### src/rtl/gpio_irq_pkg.sv
package gpio_irq_pkg;

    localparam int unsigned ADDR_W = 3;

    typedef enum logic [ADDR_W-1:0] {
        A_MASK = 3'd0,
        A_EN   = 3'd1,
        A_DIS  = 3'd2,
        A_STAT = 3'd3,
        A_KIND = 3'd4,
        A_POL  = 3'd5,
        A_BOTH = 3'd6,
        A_RSVD = 3'd7
    } reg_addr_e;

endpackage

### src/rtl/gpio_irq_detect.sv
module gpio_irq_detect #(
    parameter int unsigned NPINS = 32
) (
    input  logic [NPINS-1:0] pin_i,
    input  logic [NPINS-1:0] prev_i,
    input  logic [NPINS-1:0] kind_i,
    input  logic [NPINS-1:0] pol_i,
    input  logic [NPINS-1:0] both_i,
    output logic [NPINS-1:0] event_o
);

    for (genvar g = 0; g < NPINS; g++) begin : g_pin
        logic rise_s;
        logic fall_s;
        logic edge_hit_s;
        logic level_hit_s;

        assign rise_s      = pin_i[g] & ~prev_i[g];
        assign fall_s      = ~pin_i[g] & prev_i[g];
        assign level_hit_s = ~(pin_i[g] ^ pol_i[g]);

        always_comb begin
            if (both_i[g]) begin
                edge_hit_s = rise_s | fall_s;
            end else if (pol_i[g]) begin
                edge_hit_s = rise_s;
            end else begin
                edge_hit_s = fall_s;
            end
        end

        assign event_o[g] = kind_i[g] ? level_hit_s : edge_hit_s;
    end

endmodule

### src/rtl/gpio_irq_decode.sv
module gpio_irq_decode
    import gpio_irq_pkg::*;
#(
    parameter int unsigned NPINS = 32
) (
    input  logic              wr_en_i,
    input  logic              rd_en_i,
    input  logic [ADDR_W-1:0] addr_i,
    input  logic [NPINS-1:0]  mask_i,
    input  logic [NPINS-1:0]  status_i,
    input  logic [NPINS-1:0]  kind_i,
    input  logic [NPINS-1:0]  pol_i,
    input  logic [NPINS-1:0]  both_i,
    output logic              en_set_o,
    output logic              dis_clr_o,
    output logic              kind_we_o,
    output logic              pol_we_o,
    output logic              both_we_o,
    output logic              stat_rd_o,
    output logic [NPINS-1:0]  rdata_o
);

    reg_addr_e sel_s;
    assign sel_s = reg_addr_e'(addr_i);

    assign en_set_o  = wr_en_i && (sel_s == A_EN);
    assign dis_clr_o = wr_en_i && (sel_s == A_DIS);
    assign kind_we_o = wr_en_i && (sel_s == A_KIND);
    assign pol_we_o  = wr_en_i && (sel_s == A_POL);
    assign both_we_o = wr_en_i && (sel_s == A_BOTH);
    assign stat_rd_o = rd_en_i && (sel_s == A_STAT);

    always_comb begin
        rdata_o = '0;
        if (rd_en_i) begin
            case (sel_s)
                A_MASK:  rdata_o = mask_i;
                A_STAT:  rdata_o = status_i;
                A_KIND:  rdata_o = kind_i;
                A_POL:   rdata_o = pol_i;
                A_BOTH:  rdata_o = both_i;
                default: rdata_o = '0;
            endcase
        end
    end

endmodule

### src/rtl/gpio_irq_unit.sv
module gpio_irq_unit
    import gpio_irq_pkg::*;
#(
    parameter int unsigned NPINS = 32
) (
    input  logic              clk_i,
    input  logic              rst_ni,
    input  logic [NPINS-1:0]  pin_i,
    input  logic              wr_en_i,
    input  logic              rd_en_i,
    input  logic [ADDR_W-1:0] addr_i,
    input  logic [NPINS-1:0]  wdata_i,
    output logic [NPINS-1:0]  rdata_o,
    output logic              irq_o
);

    typedef struct packed {
        logic [NPINS-1:0] mask;
        logic [NPINS-1:0] status;
        logic [NPINS-1:0] kind;
        logic [NPINS-1:0] pol;
        logic [NPINS-1:0] both;
        logic [NPINS-1:0] prev;
    } unit_state_t;

    unit_state_t state_d;
    unit_state_t state_q;

    logic [NPINS-1:0] mask_q;
    logic [NPINS-1:0] status_q;
    logic [NPINS-1:0] event_s;
    logic en_set_s, dis_clr_s, kind_we_s, pol_we_s, both_we_s, stat_rd_s;

    assign mask_q   = state_q.mask;
    assign status_q = state_q.status;

    gpio_irq_detect #(.NPINS(NPINS)) u_detect (
        .pin_i   (pin_i),
        .prev_i  (state_q.prev),
        .kind_i  (state_q.kind),
        .pol_i   (state_q.pol),
        .both_i  (state_q.both),
        .event_o (event_s)
    );

    gpio_irq_decode #(.NPINS(NPINS)) u_decode (
        .wr_en_i   (wr_en_i),
        .rd_en_i   (rd_en_i),
        .addr_i    (addr_i),
        .mask_i    (mask_q),
        .status_i  (status_q),
        .kind_i    (state_q.kind),
        .pol_i     (state_q.pol),
        .both_i    (state_q.both),
        .en_set_o  (en_set_s),
        .dis_clr_o (dis_clr_s),
        .kind_we_o (kind_we_s),
        .pol_we_o  (pol_we_s),
        .both_we_o (both_we_s),
        .stat_rd_o (stat_rd_s),
        .rdata_o   (rdata_o)
    );

    always_comb begin
        state_d = state_q;
        if (en_set_s) begin
            state_d.mask = state_q.mask | wdata_i;
        end
        if (dis_clr_s) begin
            state_d.mask = state_q.mask & ~wdata_i;
        end
        if (kind_we_s) begin
            state_d.kind = wdata_i;
        end
        if (pol_we_s) begin
            state_d.pol = wdata_i;
        end
        if (both_we_s) begin
            state_d.both = wdata_i;
        end
        state_d.status = (stat_rd_s ? '0 : state_q.status) | event_s;
        state_d.prev   = pin_i;
    end

    always_ff @(posedge clk_i or negedge rst_ni) begin
        if (!rst_ni) begin
            state_q <= '0;
        end else begin
            state_q <= state_d;
        end
    end

    assign irq_o = |(mask_q & status_q);

endmodule

### config.mk
export PLATFORM = sky130hd
export DESIGN_NAME = gpio_irq_unit
export DESIGN_NICKNAME = d
export VERILOG_FILES = /design/src/rtl/gpio_irq_pkg.sv /design/src/rtl/gpio_irq_detect.sv /design/src/rtl/gpio_irq_decode.sv /design/src/rtl/gpio_irq_unit.sv
export SDC_FILE = /design/constraint.sdc
export NUM_CORES = 1
export LEC_CHECK = 0
export CAP_MARGIN = 20
export CORE_UTILIZATION = 64
export DETAILED_ROUTE_END_ITERATION = 16
export DONT_BUFFER_PORTS = 1
export MAX_ROUTING_LAYER = met4
export PLACE_DENSITY_LB_ADDON = 0.1
export SYNTH_ARGS = -nofsm -noshare
export SYNTH_HDL_FRONTEND = slang
export SYNTH_SLANG_ARGS = --single-unit
### constraint.sdc
create_clock -name clk_i -period 3.4 [get_ports clk_i]
set_input_delay 1.02 -clock clk_i [delete_from_list [all_inputs] [get_ports clk_i]]
set_output_delay 1.02 -clock clk_i [all_outputs]
set_load 0.03 [all_outputs]
==> impl_metrics.csv, run 1 <==
group,metric,value,unit
routing,wl,26.3,mm
critical_path,worstReg2RegEnd,"status_q[23]",
clock_network,tritoncts_num_sinks,192,
die,dieArea,0.0168,mm2
clock_network,ctsLongestPathBuffers,2,
clock_network,cts_tree,"built",
critical_path,timing.critical_path.slowest_cell_delay,0.37,ns
clock_network,ctsResizeCount,0,
clock_network,cts-root-buf,"sky130_fd_sc_hd__clkbuf_16",
logic_synthesis,synth_nets,1056,
critical_path,r2r-start,"state_q[23]",
clock_network,cts.reportedPaths.clkPinSlew,0.07,ns
global_routing,grt_use_total,0.340,
global_routing,via_count_of_the_first_global_routing_pass,7749,
timing,report.final.slew_viol_count,0,
global_routing,maximum_number_of_pins_on_one_net_before_global_route_repair,193,
timing,setup_tns,0,ns
critical_path,critPathMaxFanout,73,
pwr,finalPower,6320,uW
logic_synthesis,synth_area,0.0104,mm2
routing,detailroute.via_count,7509,
pwr,power.leakage,0.00531,uW
pwr,power.density,551,mW/mm2
routing,initialDrtViolationCount,585,
logic_synthesis,async_set_reset_flop_share_out_of_synthesis,1.00,
logic_synthesis,yosysUniqueCellTypes,31,
die,top_level_ports,104,
cells_and_area,n_fill_cell,1123,
logic_synthesis,synth-main-ff-cell,"sky130_fd_sc_hd__dfrtp_1",
cells_and_area,insertedDiodeCount,0,
status,run_status,"finished clean",
cells_and_area,drive_above_1_share,0.213,
logic_synthesis,synth_edf_count,0,
logic_synthesis,synthCells,921,
critical_path,arrival_worst_endpoint,2.24,ns
timing,rsz0062_at_grt,"no",
timing,final_min_period_over_clock_period,0.958,
timing,timing_hold_violations_final,0,
global_routing,grt-ovfl-total,0,
timing,tightestPinTransition,0.846,ns
die,die-width,130,um
logic_synthesis,synth.yosys.warnings,0,
die,core_area,0.0159,mm2
timing,hold_ws,0.277,ns
cells_and_area,most_common_cell_after_layout_fill_and_taps_aside,"sky130_fd_sc_hd__dfrtp_1",
critical_path,timing.critical_path.to_type,"output pin",
die,core.rowCount,46,
pwr,peakVddDrop,395,uV
clock_network,tritoncts.num_buffers,17,
critical_path,slowest_stage,"sky130_fd_sc_hd__a221o_1",
cells_and_area,layout-area-overhead-vs-synth,10.2,%
cells_and_area,post_layout_util,0.722,
clock_network,post_cts_setup_buffer_count,0,
cells_and_area,layout_common_cells,"sky130_fd_sc_hd__dfrtp_1 (192), sky130_fd_sc_hd__o21ai_0 (96), sky130_fd_sc_hd__mux2_2 (93)",
routing,post_drt_via_cell_ratio,6.52,
routing,postRouteAntennaNets,0,
clock_network,clock_tree.htree_level_count,4,
global_routing,grt_pass1_wl,41.2,mm
routing,detailedRoute.firstPassIterationCount,5,
critical_path,timing.setup.critical_path_class,"in -> out",
critical_path,register_to_register_setup_slack,2.16,ns
die,initial_core_util,0.655,
timing,timing.fmax,0.307,GHz
logic_synthesis,yosys_register_bits,192,
placed_design,gpl.final_weighted_congestion,0.849,
critical_path,setup.worst_path.start_class,"input port",
clock_network,worstSkewPairLatency,0.44,ns
critical_path,ordered_cell_list_for_the_critical_path,"nor2b_2 -> buf_4 -> a221o_1 -> and3_1 -> buf_12",
logic_synthesis,seq_area_frac_synth,0.461,
clock_network,hold_buffers,0,
timing,final_period_minus_worst_setup_slack,3.26,ns
routing,post_drt_wl_per_cell,22.9,um
logic_synthesis,synth.avg_cell_area,11.3,um2
placed_design,io_buffer_count,0,
cells_and_area,finalNetCount,1057,
global_routing,grt_antenna_before_repair,0,
routing,remaining_drc_errors,0,
timing,relSlewSlack,0.435,
min_path,timing.hold.worst.class,"in -> async",
timing,clock_skew,0.00657,ns
critical_path,cp.required,2.38,ns
timing,setup_viol_count_final,0,
placed_design,final_hpwl_from_detailed_placement,17.2,mm
flow_run,max-cap-violations,0,
critical_path,timing.reg2reg.worst_path_depth,5,
die,die_h,130,um
[power by group]
group	switching [uW]	total, uW	internal (uW)
Combinational	486	1180	693
Clock	951	1980	1030
Sequential	467	3160	2690
Total	1900	6320	4420
[stage by stage]
step           worst slack [ns]  cells  instance area (um2)
2_1_floorplan             0.165    921                10400
5_1_grt                   0.132   1151                11500
6_report                  0.143   1151                11500
4_1_cts                   0.222   1151                11500
3_3_place_gp              0.274   1119                10900
3_5_place_dp              0.225   1119                10900
[critical path: cells and delay by family]
family / cells / cell delay [ns]
compound gates: 1 / 0.37
buf+inv: 2 / 0.35
simple gates: 2 / 0.41
[how the worst max path moves through the flow]
stage,start,to,cells after the start
3_3_place_gp,addr_i[2],rdata_o[19],5
2_1_floorplan,addr_i[0],rdata_o[11],6
5_1_grt,addr_i[1],rdata_o[14],3
3_5_place_dp,addr_i[1],rdata_o[7],3
6_report,addr_i[2],rdata_o[19],5
4_1_cts,addr_i[1],rdata_o[16],3
[cells in the mapped netlist, types with 22 or more instances]
cell type                  number  area [um2]
sky130_fd_sc_hd__a21oi_1       64         320
sky130_fd_sc_hd__a221o_1       32         320
sky130_fd_sc_hd__a22oi_1       48         360
sky130_fd_sc_hd__a31oi_1       32         200
sky130_fd_sc_hd__and3_1        32         200
sky130_fd_sc_hd__buf_2         22         110
sky130_fd_sc_hd__clkbuf_1      24        90.1
sky130_fd_sc_hd__dfrtp_1      192        4800
sky130_fd_sc_hd__ha_1          64         801
sky130_fd_sc_hd__inv_1         65         244
sky130_fd_sc_hd__mux2_2        93        1050
sky130_fd_sc_hd__mux2_4        30         450
sky130_fd_sc_hd__mux2i_1       32         320
sky130_fd_sc_hd__nand2_1       33         124
sky130_fd_sc_hd__o21ai_0       96         480
sky130_fd_sc_hd__xnor2_1       33         289
[area by class of cell]
class	count	area, um2	area share
timing repair buffer	36	445	0.0388
sequential	192	4800	0.419
multi-input combinational	609	5130	0.447
tap	216	270	0.0235
clock buffer	17	425	0.0371
inverter	66	248	0.0216
clock inverter	15	148	0.0129
[per-layer routing]
metal,vias up,share of wire,track usage
met3,44,0.074,0.0826
li1,3361,-,-
met5,-,0,-
met2,305,0.50,0.546
met4,0,0.021,0.129
met1,3799,0.41,0.416
[kinds of logic after synthesis]
| family | share of synthesized area |
|---|---|
| multiplexers | 0.180 |
| AO/OA/AOI/OAI | 0.163 |
| buffers and inverters | 0.0495 |
| flip-flops | 0.461 |
| AND/OR/NAND/NOR | 0.0416 |
| adder cells (fa/ha/maj) | 0.0769 |
| XOR/XNOR | 0.0278 |
Note: power is estimated with default switching activity, not from simulation.
==> run 2: changes to the inputs <==
Settings changed: CORE_MARGIN set to 1.
==> results of run 2 <==
The final DEF is identical to that of run 1; final timing and power are the same.
==> run 3: changes to the inputs <==
Settings changed: SETUP_SLACK_MARGIN set to 0.2.
==> impl_metrics.csv, run 3 (synthesized netlist as in run 1, its figures left out) <==
group,metric,value,unit
cells_and_area,layout.area.seq,0.00480,mm2
die,die-width,130,um
routing,post_drt_via_cell_ratio,6.56,
global_routing,grt_use_total,0.336,
status,run_status,"finished clean",
critical_path,critPathMaxFanout,73,
pwr,power.leakage,0.00536,uW
critical_path,arrival_worst_endpoint,2.20,ns
placed_design,final_hpwl_from_detailed_placement,17.0,mm
critical_path,ordered_cell_list_for_the_critical_path,"xnor2_1 -> a211oi_4 -> buf_4 -> and3_1 -> buf_12",
timing,report.final.slew_viol_count,0,
routing,wl,25.9,mm
global_routing,grt_antenna_before_repair,0,
cells_and_area,multi_input_comb_area,0.00513,mm2
global_routing,grt_pass1_wl,40.7,mm
cells_and_area,drive_above_1_share,0.213,
critical_path,timing.critical_path.slowest_cell_delay,0.27,ns
critical_path,timing.critical_path.to_type,"output pin",
pwr,power.density,562,mW/mm2
clock_network,tritoncts_num_sinks,192,
clock_network,ctsLongestPathBuffers,2,
timing,rsz0062_at_grt,"no",
cells_and_area,post_layout_nonfiller_instances,1152,
cells_and_area,layout-area-overhead-vs-synth,11.4,%
clock_network,cts.reportedPaths.clkPinSlew,0.07,ns
timing,setup_viol_count_final,0,
routing,post_drt_wl_per_cell,22.5,um
timing,clock_skew,0.00727,ns
clock_network,worstSkewPairLatency,0.43,ns
cells_and_area,layout_common_cells,"sky130_fd_sc_hd__dfrtp_1 (192), sky130_fd_sc_hd__o21ai_0 (96), sky130_fd_sc_hd__mux2_2 (93)",
placed_design,gpl.final_weighted_congestion,0.858,
timing,tightestPinTransition,0.556,ns
clock_network,cts_tree,"built",
timing,final_min_period_over_clock_period,0.948,
timing,relSlewSlack,0.630,
die,core_area,0.0159,mm2
cells_and_area,most_common_cell_after_layout_fill_and_taps_aside,"sky130_fd_sc_hd__dfrtp_1",
routing,detailedRoute.firstPassIterationCount,5,
cells_and_area,n_fill_cell,1073,
timing,setup_tns,0,ns
timing,timing.fmax,0.310,GHz
critical_path,timing.setup.critical_path_class,"in -> out",
critical_path,crit_buf_inv,2,
timing,final_period_minus_worst_setup_slack,3.22,ns
timing,timing_hold_violations_final,0,
clock_network,post_cts_setup_buffer_count,0,
critical_path,setup.worst_path.start_class,"input port",
global_routing,maximum_number_of_pins_on_one_net_before_global_route_repair,193,
clock_network,tritoncts.num_buffers,17,
placed_design,io_buffer_count,0,
routing,detailroute.via_count,7553,
routing,postRouteAntennaNets,0,
critical_path,register_to_register_setup_slack,2.06,ns
critical_path,cp.required,2.38,ns
global_routing,via_count_of_the_first_global_routing_pass,7630,
cells_and_area,insertedDiodeCount,0,
flow_run,max-cap-violations,0,
routing,remaining_drc_errors,0,
clock_network,cts-root-buf,"sky130_fd_sc_hd__clkbuf_16",
global_routing,grt-ovfl-total,0,
die,top_level_ports,104,
clock_network,clock_tree.htree_level_count,4,
critical_path,slowest_stage,"sky130_fd_sc_hd__buf_4",
pwr,finalPower,6510,uW
critical_path,cpLargestDelayFamily,"buffers and inverters",
die,dieArea,0.0168,mm2
cells_and_area,finalNetCount,1058,
routing,initialDrtViolationCount,589,
placed_design,placedCellCount,1120,
die,die_h,130,um
die,initial_core_util,0.655,
pwr,peakVddDrop,388,uV
min_path,timing.hold.worst.class,"in -> async",
die,core.rowCount,46,
[run 3: cell type report]
cell class | count | share of cell area
Clock buffer | 20 | 0.0394
Clock inverter | 12 | 0.0153
Inverter | 66 | 0.0216
Multi-Input combinational cell | 609 | 0.443
Sequential cell | 192 | 0.414
Tap cell | 216 | 0.0233
Timing Repair Buffer | 37 | 0.0434
[run 3: power by group]
group	switching, uW	internal, uW
sequential	463	2690
combinational	488	703
clock	891	1280
[run 3: metrics by stage]
stage                     instance area [um2]   util  worst slack [ns]  hold WS, ns
after detailed placement                11000  0.690             0.240        0.507
after CTS                               11600  0.730             0.237        0.265
after floorplan                         10400      -             0.207        0.472
after global routing                    11600  0.730             0.211        0.260
after global placement                  11000  0.690             0.277        0.493
final                                   11600  0.730             0.178        0.280
[run 3: final timing paths]
kind	from	endpoint	cells past startpoint
max in group asynchronous	rst_ni	state_q[9]	0
setup / recovery	addr_i[2]	rdata_o[9]	5
min in group clk_i	state_q[112]	status_q[16]	1
hold / removal	rst_ni	state_q[30]	0
setup reg to reg	state_q[2]	status_q[2]	5
hold reg to reg	state_q[112]	status_q[16]	1
[run 3: layer usage]
metal	GRT usage	up-vias	part of all wire
li1	-	3361	-
met1	0.421	3830	0.41
met2	0.522	293	0.48
met3	0.0789	69	0.073
met4	0.153	0	0.032
met5	-	-	0
[run 3: what timing repair did]
action / CTS / global route
setup endpoints to repair: 0 / 5
hold buffers: 0 / 0
resized for setup: 0 / 2
